$ cat src/rtl/fir_mac_banked.sv
module fir_mac_banked #(
  parameter int TAPS  = 4,
  parameter int SW    = 8,
  parameter int CW    = 8,
  parameter int BANKS = 2,
  parameter int OUT_W = 16,
  localparam int TW = (TAPS > 1) ? $clog2(TAPS) : 1,
  localparam int BW = (BANKS > 1) ? $clog2(BANKS) : 1,
  localparam int AW = SW + CW + TW
) (
  input  logic                    clk,
  input  logic                    rst_n,
  input  logic                    in_valid,
  input  logic signed [SW-1:0]    in_data,
  output logic                    ready,
  input  logic [BW-1:0]           bank_sel,
  input  logic                    coef_we,
  input  logic [BW-1:0]           coef_bank,
  input  logic [TW-1:0]           coef_tap,
  input  logic signed [CW-1:0]    coef_data,
  output logic                    out_valid,
  output logic signed [OUT_W-1:0] out_data
);
  localparam int PW = SW + CW;

  logic signed [SW-1:0] hist [TAPS];
  logic signed [CW-1:0] coef [BANKS][TAPS];
  logic [TW-1:0] wr_ptr, rd_ptr, idx;
  logic [BW-1:0] act_bank;
  logic          busy;
  logic signed [AW-1:0] acc;

  wire accept = in_valid && !busy;
  wire last   = (idx == TW'(TAPS - 1));
  wire signed [PW-1:0] prod = hist[rd_ptr] * coef[act_bank][idx];
  wire signed [AW-1:0] acc_nxt = acc + {{(AW-PW){prod[PW-1]}}, prod};

  assign ready = !busy;

  always_ff @(posedge clk or negedge rst_n) begin
    if (!rst_n) begin
      for (int b = 0; b < BANKS; b++)
        for (int t = 0; t < TAPS; t++)
          coef[b][t] <= '0;
    end else if (coef_we && (int'(coef_bank) < BANKS) && (int'(coef_tap) < TAPS)) begin
      coef[coef_bank][coef_tap] <= coef_data;
    end
  end

  always_ff @(posedge clk or negedge rst_n) begin
    if (!rst_n) begin
      for (int t = 0; t < TAPS; t++) hist[t] <= '0;
      wr_ptr    <= '0;
      rd_ptr    <= '0;
      idx       <= '0;
      act_bank  <= '0;
      busy      <= 1'b0;
      acc       <= '0;
      out_valid <= 1'b0;
      out_data  <= '0;
    end else begin
      out_valid <= 1'b0;
      if (accept) begin
        hist[wr_ptr] <= in_data;
        rd_ptr       <= wr_ptr;
        wr_ptr       <= (wr_ptr == TW'(TAPS - 1)) ? '0 : wr_ptr + 1'b1;
        act_bank     <= bank_sel;
        idx          <= '0;
        acc          <= '0;
        busy         <= 1'b1;
      end else if (busy) begin
        acc    <= acc_nxt;
        idx    <= idx + 1'b1;
        rd_ptr <= (rd_ptr == '0) ? TW'(TAPS - 1) : rd_ptr - 1'b1;
        if (last) begin
          busy      <= 1'b0;
          out_valid <= 1'b1;
          out_data  <= acc_nxt[AW-1 -: OUT_W];
        end
      end
    end
  end


  accept_busy_chk: assert property (@(posedge clk) disable iff (!rst_n)
    (in_valid && ready) |=> !ready);


  single_pulse_chk: assert property (@(posedge clk) disable iff (!rst_n)
    out_valid |=> !out_valid);


  done_idle_chk: assert property (@(posedge clk) disable iff (!rst_n)
    out_valid |-> ready);


  pulse_source_chk: assert property (@(posedge clk) disable iff (!rst_n)
    $rose(out_valid) |-> $past(!ready));


  bank_hold_chk: assert property (@(posedge clk) disable iff (!rst_n)
    (busy && !last) |=> $stable(act_bank));


  tap_range_chk: assert property (@(posedge clk) disable iff (!rst_n)
    busy |-> (int'(idx) < TAPS));
endmodule

$ cat config.mk
export PLATFORM = sky130hd
export DESIGN_NAME = fir_mac_banked
export DESIGN_NICKNAME = d
export VERILOG_FILES = /design/src/rtl/fir_mac_banked.sv
export SDC_FILE = /design/constraint.sdc
export NUM_CORES = 1
export LEC_CHECK = 0
export BUFFER_PORTS_ARGS = -buffer_cell sky130_fd_sc_hd__buf_2
export CAP_MARGIN = 20
export CORE_ASPECT_RATIO = 0.9
export CORE_UTILIZATION = 25
export CTS_BUF_LIST = sky130_fd_sc_hd__clkbuf_8
export CTS_CLUSTER_DIAMETER = 80
export CTS_CLUSTER_SIZE = 16
export DETAILED_ROUTE_END_ITERATION = 12
export SYNTH_ARGS = -nofsm -noshare
export SYNTH_HDL_FRONTEND = slang
export SYNTH_SLANG_ARGS = --single-unit
$ cat constraint.sdc
create_clock -name clk -period 13.3 [get_ports clk]
set_input_delay 1.995 -clock clk [delete_from_list [all_inputs] [get_ports clk]]
set_output_delay 1.995 -clock clk [all_outputs]
set_load 0.02 [all_outputs]
# [Word-level counts from Yosys, hierarchy flattened]
# Cells that the tools add are included.
[classes] multipliers=1 n_addsub=4 reduce_logical=8 bitwise_logic=7 mux=31 order_cmp=9 n_eq_ne=2
[ops] op="two-way mux 32 bit" count=4
[ops] op="bitwise mux 64 bit" count=1
[ops] op="two-way mux 8 bit" count=6
[ops] op="two-way mux 18 bit" count=2
[ops] op="binary-select mux 8 bit (select 2 bit)" count=2
[ops] op="bitwise mux 32 bit" count=1
[ops] op="demux 32 bit (select 1 bit)" count=1
[ops] op="demux 8 bit (select 2 bit)" count=2
[ops] op="adder 18 bit" count=1
[ops] op="multiplier 8 x 8 -> 16 bit" count=1
[ops] op="greater-or-equal comparator 3 bit (second input constant)" count=4
[ops] op="two-way mux 2 bit" count=6
[ops] op="NOT 2 -> 3 bit" count=4
[ops] op="less-than comparator 3 x 1 -> 1 bit (second input constant)" count=2
[ops] op="two-way mux 1 bit" count=6
[ops] op="adder 2 x 1 -> 2 bit (second input constant)" count=2
[ops] op="== test 2 bit (second input constant)" count=2
[ops] op="greater-or-equal comparator 2 bit (second input constant)" count=2
[ops] op="logical AND 1 bit" count=4
[ops] op="NOT 1 -> 2 bit" count=2
[ops] op="AND reduction 3 bit" count=1
[ops] op="logical NOT 2 bit" count=1
[ops] op="less-than comparator 2 x 1 -> 1 bit (second input constant)" count=1
[ops] op="nonzero test 2 bit" count=1
[ops] op="other kinds (3)" count=3
[totals] wordCells=82 inputBits=24 reg_bits=139 out_inout_bits=18

# [Logic depth before layout (Yosys ltp)]
# Gate-level depths: netlist of run 1.
[logic_depth] depth_word=11 ltp_mapped=30 mapped_depth_nobuf=28

# [Worst setup path before layout of run 1]
# OpenSTA, ideal clock, no wires.
[synth_path] path_kind="flip-flop to flip-flop" from="reg act_bank" to="reg out_data[15]" path_slack_ns=6.394 setup_ns=0.125 t_arrival_ns=6.781 path_buffers=2 stages_incl_launch_ff=28 required_time_ns=13.175 synth_period_minus_slack_ns=6.906 cell_sequence="dfrtp_1 buf_2 buf_2 mux4_2 mux2i_1 nor2_1 fa_1 inv_1 fa_1 inv_1 fa_1 inv_1 fa_1 inv_1 ha_1 a21oi_1 o21bai_1 a21oi_1 o21ai_0 or4_1 nand4_1 ha_1 o21a_1 o21ai_0 nor2_1 a211oi_2 xnor2_1 mux2_4"
[synth_via] elab_chain_len=9
[synth_lines] item="start: declaration" line_no="29" source="logic [BW-1:0] act_bank;"
[synth_lines] item="start signal: assignment" line_no="67" source="act_bank <= bank_sel;"
[synth_lines] item="NOT 1 -> 2 bit (implied by the code)" line_no="35" source="wire signed [PW-1:0] prod = hist[rd_ptr] * coef[act_bank][idx];"
[synth_lines] item="two-way mux 32 bit (implied by the code) (3 in series)" line_no="35"
[synth_lines] item="binary-select mux 8 bit (select 2 bit)" line_no="35"
[synth_lines] item="two-way mux 8 bit (implied by the code) (2 in series)" line_no="35"
[synth_lines] item="multiplier 8 x 8 -> 16 bit" line_no="35"
[synth_lines] item="adder 18 bit" line_no="36" source="wire signed [AW-1:0] acc_nxt = acc + {{(AW-PW){prod[PW-1]}}, prod};"
[synth_lines] item="end signal: assignment" line_no="78" source="out_data <= acc_nxt[AW-1 -: OUT_W];"
[synth_lines] item="end: declaration" line_no="22" source="output logic signed [OUT_W-1:0] out_data"
# Every way passes these cells. The select of a mux whose other input is x is not followed.
# A chain may end at the register's enable or synchronous reset.

# [Worst setup path after layout of run 1]
# Ends and elaborated chain as after synthesis.

==> results.py, run 1 <==
metrics = {
    "global_route": {
        "grt_pass1_wl_mm": 33.2,
        "grt-ovfl-total": 0,
        "grt_usage_pct": 11.1,
        "grt_max_degree": 77,
        "grt_pass1_vias": 6313,
        "antenna_found_initial": 0,
    },
    "timing": {
        "tightest_slew_ns": 0.896,
        "hold_viol": 0,
        "finalCriticalPeriod_ns": 7.68,
        "slew_violations": 0,
        "setup_tns_ns": 0,
        "min_period_over_period_pct": 57.8,
        "timing.hold.ws_ns": 0.483,
        "rsz0062_at_grt": "false",
        "finalSetupViolCount": 0,
        "slew_headroom_pct": 40.2,
        "final.setup_skew_ns": 0.0139,
        "timing.fmax_mhz": 130,
        "setup_ws_ns": 5.62,
    },
    "layout": {
        "layout-drive-gt1-share_pct": 26.5,
        "n_antenna_cell": 0,
        "areaGrowthSynthToFinish_pct": 12.7,
        "fin_nets": 992,
        "fin_area_sq_mm": 0.0105,
        "final_cell_mix": "dfrtp_1, mux2_2, inv_1",
        "final_common_cell": "dfrtp_1",
    },
    "critical_path": {
        "crit_type": "reg -> reg",
        "cp.required_ns": 13.65,
        "setup.worst_path.end_class": "flop",
        "worstPathArrival_ns": 8.03,
        "worstSetupStartpointType": "flop",
        "cp_max_fo": 12,
    },
    "logic_synthesis": {
        "async_flop_share_pct": 100,
        "mappedNetlistNets": 951,
        "synth_seq_cells": 139,
        "yosysWarnings": 0,
        "ys.flop_type": "dfrtp_1",
        "synth_edf_count": 0,
        "avgSynthCellArea_sq_um": 11.4,
        "netlist_area_sq_mm": 0.00934,
        "post_synth_num_cell_types": 58,
        "syn_inst": 819,
        "yosysSeqAreaShare_pct": 37.3,
    },
    "floorplanning": {
        "die_area_sq_mm": 0.0381,
        "start_util_pct": 25.6,
        "core_area_sq_mm": 0.0365,
        "die_h_um": 185,
        "die_w_um": 206,
        "io_pins": 42,
        "row_count": 66,
    },
    "drt": {
        "postRouteAntennaNets": 0,
        "wire_per_inst_um": 15.0,
        "viasPerCell": 4.51,
        "vias": 6082,
        "routed_wl_mm": 20.2,
        "drc": 0,
        "drt-pass1-iter-count": 4,
        "drt_iter0_drc": 202,
    },
    "status": {
        "status": "complete, no violations",
    },
    "clocking": {
        "cts_resized": 0,
        "cts_buffers": 17,
        "insertion_delay_ns": 0.46,
        "htreeDepth": 4,
        "cts_sinks": 139,
        "tritoncts": "built",
        "holdBufCountCts": 0,
        "post_cts_buffers": 0,
        "root_buffer": "clkbuf_8",
        "clkSlewWorstSetupHoldPaths_ns": 0.09,
        "clk_path_buf_depth": 2,
    },
    "worst_hold_path": {
        "hold_path_class": "reg -> reg",
    },
    "placement": {
        "dp_hpwl_mm": 14.7,
        "place_area_sq_mm": 0.0101,
        "place_ws_ns": 5.25,
        "globalplace.congestion": 0.794,
        "io_buffers": 41,
    },
    "job": {
        "cap_violations": 0,
    },
}
==> critical path: stages, from the launching register on <==
cell and delay, ns:
dfrtp_1 0.64, buf_16 0.22, mux4_2 0.50, mux2i_1 0.66
or2_2 0.25, fa_1 0.48, fa_1 0.55, inv_1 0.05
fa_1 0.52, inv_1 0.05, fa_1 0.52, inv_1 0.04
ha_1 0.32, a21oi_1 0.22, o21bai_1 0.09, a21oi_1 0.23
o21ai_0 0.21, or4_1 0.43, nand4_1 0.11, ha_1 0.29
o21a_1 0.21, o21ai_0 0.24, nor2_1 0.09, a211oi_2 0.26
xnor2_1 0.12, mux2_4 0.27
==> kinds of logic (layout without fill, tap and decap cells) <==
kind of cell               Yosys count  after routing  synth area share (%)
adders and majority gates          108            108                  19.0
muxes                              146            146                  19.5
DFF                                139            139                  37.3
and+or+nand+nor                    169            169                  8.95
AOI/OAI and AO/OA                  109            109                  7.97
xor gates and xnor gates            24             24                  2.25
buffers and inverters              124            178                  5.13
==> sequential cells by signal (all words and copies together), names as in the netlist <==
register,cells
out_valid,1
wr_ptr,2
acc,18
idx,2
coef,64
out_data,16
act_bank,1
hist,32
rd_ptr,2
busy,1
==> cell type report <==
cell class / count / area, sq um
sequential: 139 / 3480
fill: 3800 / 26000
multi-input combinational: 556 / 5380
clock inverter: 15 / 198
inverter: 101 / 379
clock buffer: 17 / 234
tap: 476 / 596
timing repair buffer: 45 / 262
==> metal layers <==
layer,up-vias,global-route usage [%],wire length [um]
met5,-,0,0
met4,0,3.14,216
met3,16,1.97,568
met2,72,18.3,9690
met1,3100,14.9,9730
li1,2894,-,-
==> worst paths after layout <==
check / start / end / slack (ns) / depth (start not counted)
setup reg to reg: act_bank / out_data[15] / 5.62 / 25
hold / removal: out_data[4] / out_data[4] / 0.48 / 2
min in group asynchronous: rst_n / coef[7] / 1.54 / 1
hold reg to reg: out_data[4] / out_data[4] / 0.48 / 2
setup / recovery: act_bank / out_data[15] / 5.62 / 25
max in group asynchronous: rst_n / acc[10] / 10.42 / 2
==> through the flow <==
| stage | std cells | utilization [%] |
|---|---|---|
| after floorplan | 819 | - |
| after global placement | 1316 | 27.6 |
| after detailed placement | 1316 | 27.6 |
| after CTS | 1348 | 28.8 |
| after global routing | 1349 | 28.8 |
| final | 1349 | 28.8 |
==> cell usage after synthesis, drive strengths merged, types with 2 or more instances <==
| cell | number | area (sq um) |
|---|---|---|
| a21o | 12 | 90.1 |
| ha | 52 | 651 |
| and3 | 3 | 20.0 |
| nand2b | 4 | 25.0 |
| nor2 | 56 | 210 |
| nand4b | 3 | 26.3 |
| mux2i | 17 | 170 |
| nor3 | 8 | 50.1 |
| nor4b | 2 | 17.5 |
| nor3b | 5 | 47.5 |
| o31ai | 7 | 52.6 |
| nand3 | 5 | 25.0 |
| o21a | 7 | 52.6 |
| nor2b | 8 | 50.1 |
| inv | 101 | 379 |
| or3 | 2 | 12.5 |
| a31o | 2 | 17.5 |
| a22o | 10 | 88.8 |
| nand2 | 44 | 165 |
| a21oi | 24 | 128 |
| and2 | 7 | 43.8 |
| a211o | 2 | 20.0 |
| nand4 | 7 | 43.8 |
| xor2 | 3 | 26.3 |
| a211oi | 3 | 27.5 |
| or4 | 3 | 22.5 |
| o21bai | 3 | 22.5 |
| or2 | 10 | 62.6 |
| fa | 56 | 1120 |
| dfrtp | 139 | 3480 |
| buf | 9 | 47.5 |
| a31oi | 2 | 12.5 |
| mux4 | 17 | 383 |
| o211ai | 3 | 22.5 |
| clkbuf | 14 | 52.6 |
| xnor2 | 21 | 184 |
| mux2 | 112 | 1260 |
| o21ai | 26 | 130 |
Power of run 1 is left out: the tool's default activity adds up to more than one toggle a clock period on the data nets, which glitch-free logic cannot reach.
==> inputs of run 2 (changes only) <==
- clock period: 13.3 -> 7.4 ns (I/O delays scaled with it)
==> results.py, run 2 (synthesis gave the netlist of run 1 again) <==
metrics = {
    "drt": {
        "drt-pass1-iter-count": 5,
        "routed_wl_mm": 19.8,
        "drt_iter0_drc": 299,
        "drc": 0,
        "viasPerCell": 4.46,
        "postRouteAntennaNets": 0,
        "vias": 6117,
        "wire_per_inst_um": 14.4,
    },
    "global_route": {
        "use_met2_pct": 17.6,
        "grt_pass1_vias": 6256,
        "grt_usage_pct": 11.0,
        "grt_busiest_layer": "met2",
        "grtUsageMet1_pct": 14.9,
        "grt_pass1_wl_mm": 33.0,
        "grtUsageMet3_pct": 2.18,
        "antenna_found_initial": 2,
        "grt_max_degree": 71,
        "grt-ovfl-total": 0,
    },
    "layout": {
        "regArea_sq_mm": 0.00348,
        "largest_register_ffs": 64,
        "final_cell_mix": "dfrtp_1, mux2_2, inv_1",
        "areaGrowthSynthToFinish_pct": 14.9,
        "multi_input_area_sq_mm": 0.00542,
        "fillers": 3801,
        "n_antenna_cell": 0,
        "fin_nets": 1016,
        "layout-drive-gt1-share_pct": 29.3,
        "fin_cells": 1373,
        "largestRegisters": "coef: 64 flops, hist: 32 flops, acc: 18 flops",
        "final_common_cell": "dfrtp_1",
        "top_register": "coef",
    },
    "timing": {
        "slew_headroom_pct": 39.5,
        "tightest_slew_ns": 0.907,
        "setup_tns_ns": 0,
        "final.setup_skew_ns": 0.0187,
        "min_period_over_period_pct": 94.1,
        "finalSetupViolCount": 0,
        "timing.fmax_mhz": 144,
        "slew_violations": 0,
        "setup_ws_ns": 0.437,
        "finalCriticalPeriod_ns": 6.96,
        "hold_viol": 0,
        "rsz0062_at_grt": "false",
    },
    "status": {
        "status": "complete, no violations",
    },
    "clocking": {
        "tritoncts": "built",
        "htreeDepth": 4,
        "root_buffer": "clkbuf_8",
        "clkSlewWorstSetupHoldPaths_ns": 0.10,
        "clk_path_buf_depth": 2,
        "holdBufCountCts": 0,
        "insertion_delay_ns": 0.47,
        "cts_buffers": 17,
        "cts_sinks": 139,
    },
    "floorplanning": {
        "die_w_um": 206,
        "core_area_sq_mm": 0.0365,
        "row_count": 66,
        "io_pins": 42,
        "die_area_sq_mm": 0.0381,
        "start_util_pct": 25.6,
        "die_h_um": 185,
    },
    "placement": {
        "place_ws_ns": 0.295,
        "dp_hpwl_mm": 14.6,
        "globalplace.congestion": 0.801,
        "placed_cells": 1334,
        "io_buffers": 41,
    },
    "critical_path": {
        "worstReg2RegEnd": "out_data[15]",
        "worstSetupStartpointType": "flop",
        "crit_type": "reg -> reg",
        "setup.worst_path.end_class": "flop",
        "worstPathArrival_ns": 7.32,
        "cp_max_fo": 10,
        "rr_worst_depth": 25,
        "rrSetupSlack_ns": 0.44,
        "reg2reg_from": "act_bank",
        "cp.required_ns": 7.76,
    },
    "worst_hold_path": {
        "holdPathEnd": "out_data[0]",
        "hold_path_class": "reg -> reg",
        "holdCritStartpoint": "out_data[0]",
        "holdPathStages": 2,
    },
    "job": {
        "cap_violations": 0,
    },
}
-- run 2: cell types whose count changed in the layout (fill, tap and decap cells not counted), moves of 2 or more --
cell,change
clkinv_4,+3
mux2i_2,+2
buf_4,+24
inv_6,-2
inv_1,-2
mux2i_1,-2
-- run 2: repair_timing --
action,4_1_cts,5_1_grt
buffers inserted,0,7
gates resized for setup,0,11
endpoints found under the setup margin,0,4
-- run 2: how the worst max path moves through the flow --
stage                     cells past startpoint  slack, ns     start      endpoint
after floorplan                              27       0.49  act_bank  out_data[15]
after global placement                       24       0.41  act_bank  out_data[15]
after detailed placement                     24       0.29  act_bank  out_data[15]
after CTS                                    24       0.27  act_bank  out_data[15]
after global routing                         25       0.02  act_bank  out_data[15]
final                                        25       0.44  act_bank  out_data[15]
-- run 2: critical path, stage by stage (launching register included) --
cell and delay, ns:
dfrtp_1 0.38, buf_6 0.19, mux4_2 0.51, mux2i_1 0.17, buf_4 0.18, nand2b_1 0.16, inv_1 0.11, fa_1 0.53
fa_1 0.45, fa_1 0.55, inv_1 0.05, fa_1 0.54, inv_1 0.04, ha_1 0.34, a21oi_1 0.21, o21ai_0 0.15
a31o_2 0.27, a21oi_1 0.18, xnor2_1 0.15, ha_1 0.31, nand2_1 0.24, nor3b_2 0.10, or3_1 0.43, a211oi_2 0.22
xnor2_1 0.10, mux2_4 0.27
-- run 2: layer usage --
metal / vias to the layer above / part of all wire (%)
met5: - / 0.066
met4: 2 / 0.81
met3: 14 / 3.0
met2: 68 / 48
met1: 3078 / 48
li1: 2955 / -
-- run 2: per-stage QoR --
step                area, sq um  hold WS [ns]  utilization, %
finish                    10700         0.480            29.4
global route              10700         0.508            29.4
CTS                       10600         0.486            29.1
detailed placement        10200         0.464            28.0
global placement          10200         0.463            28.0
floorplan                  9340         0.455               -
-- run 2: final cells by class --
| class | instances | area share [%] |
|---|---|---|
| clock buffers | 17 | 2.18 |
| clock inverters | 15 | 1.83 |
| inverters | 101 | 3.57 |
| multi-input cells | 556 | 50.5 |
| flip-flops and latches | 139 | 32.4 |
| well taps | 476 | 5.55 |
| repair buffers | 69 | 3.97 |
Power of run 2 is left out for the same reason.
==> inputs of run 3 (changes only) <==
- CORE_ASPECT_RATIO: 0.9 -> not set
==> results.py, run 3 (synthesis gave the netlist of run 1 again) <==
metrics = {
    "critical_path": {
        "reg2reg_from": "act_bank",
        "cp.required_ns": 7.77,
        "slowest_delay_ns": 0.53,
        "setup.worst_path.end_class": "flop",
        "cp-startpoint": "act_bank",
        "worstSetupStartpointType": "flop",
        "crit_type": "reg -> reg",
        "cp_slowest_cell": "fa_1",
        "cp_max_fo": 11,
        "worstPathArrival_ns": 7.39,
    },
    "floorplanning": {
        "die_area_sq_mm": 0.0381,
        "die_h_um": 195,
        "die_w_um": 195,
        "core_area_sq_mm": 0.0367,
        "start_util_pct": 25.4,
        "io_pins": 42,
        "row_count": 70,
    },
    "layout": {
        "largestRegisters": "coef: 64 flops, hist: 32 flops, acc: 18 flops",
        "top_register": "coef",
        "final_cell_mix": "dfrtp_1, mux2_2, inv_1",
        "areaGrowthSynthToFinish_pct": 13.8,
        "fin_cells": 1361,
        "final_common_cell": "dfrtp_1",
        "fillers": 3731,
        "fin_nets": 1011,
        "largest_register_ffs": 64,
        "layout-drive-gt1-share_pct": 28.4,
    },
    "drt": {
        "postRouteAntennaNets": 0,
        "drt-pass1-iter-count": 4,
        "vias": 6115,
        "viasPerCell": 4.49,
        "drc": 0,
        "routed_wl_mm": 19.7,
        "drt_iter0_drc": 265,
        "wire_per_inst_um": 14.5,
    },
    "global_route": {
        "grt_pass1_vias": 6430,
        "grt_max_degree": 73,
        "antenna_found_initial": 2,
        "grt-ovfl-total": 0,
        "grt_usage_pct": 11.0,
        "grt_pass1_wl_mm": 33.2,
    },
    "clocking": {
        "post_cts_buffers": 0,
        "tritoncts": "built",
        "htreeDepth": 4,
        "cts_sinks": 139,
        "insertion_delay_ns": 0.47,
        "cts_buffers": 17,
        "clk_path_buf_depth": 2,
        "root_buffer": "clkbuf_8",
        "clkSlewWorstSetupHoldPaths_ns": 0.10,
    },
    "timing": {
        "final.setup_skew_ns": 0.0160,
        "timing.fmax_mhz": 143,
        "slew_violations": 0,
        "finalSetupViolCount": 0,
        "tightest_slew_ns": 0.927,
        "setup_tns_ns": 0,
        "rsz0062_at_grt": "false",
        "slew_headroom_pct": 37.9,
        "finalCriticalPeriod_ns": 7.02,
        "hold_viol": 0,
        "min_period_over_period_pct": 94.8,
    },
    "worst_hold_path": {
        "hold_path_class": "reg -> reg",
        "holdCritStartpoint": "out_data[4]",
    },
    "status": {
        "status": "complete, no violations",
    },
    "placement": {
        "globalplace.congestion": 0.825,
        "dp_hpwl_mm": 14.7,
        "placed_cells": 1328,
        "io_buffers": 41,
    },
    "job": {
        "cap_violations": 0,
    },
}
run 3: final cells by class:
type	instances	area [sq um]	share of cell area [%]
Antenna cell	1	2.50	0.0236
Clock buffer	18	248	2.33
Clock inverter	14	145	1.37
Inverter	101	379	3.57
Multi-Input combinational cell	556	5400	50.8
Sequential cell	139	3480	32.8
Tap cell	468	586	5.51
Timing Repair Buffer	64	388	3.65
run 3: layer usage:
layer	vias up	GRT usage (%)	share of wire, %
met1	3052	13.9	45
li1	2942	-	-
met5	-	0	0.041
met2	93	18.4	49
met3	26	2.50	3.6
met4	2	4.08	2.1
run 3: final timing paths:
kind / slack (ns) / cells after the start / endpoint
setup / recovery: 0.38 / 27 / out_data[15]
max in group asynchronous: 5.37 / 2 / coef[23]
hold reg to reg: 0.49 / 2 / out_data[4]
hold / removal: 0.49 / 2 / out_data[4]
setup reg to reg: 0.38 / 27 / out_data[15]
min in group asynchronous: 0.65 / 1 / coef[57]
run 3: per-stage QoR:
stage	setup WS [ns]	util [%]	hold slack, ns	area [sq um]
after CTS	0.370	28.9	0.491	10600
after floorplan	0.494	-	0.455	9340
final	0.385	28.9	0.487	10600
after detailed placement	0.376	27.8	0.470	10200
after global routing	0.0299	28.9	0.504	10600
after global placement	0.472	27.8	0.463	10200
run 3: worst max-delay path: cells and delay by family (launching register included):
family,cells,cell delay (ns)
muxes,3,0.95
buffers and inverters,6,0.58
AOI/OAI and AO/OA,7,1.50
adders and majority gates,6,2.66
xor gates and xnor gates,1,0.11
DFF,1,0.37
and+or+nand+nor,4,0.71
run 3: what timing repair did:
action	CTS	global route
hold buffers	0	0
resized for setup	0	5
setup endpoints to repair	0	3
endpoints found under the hold margin	0	0
Power of run 3 is left out for the same reason.
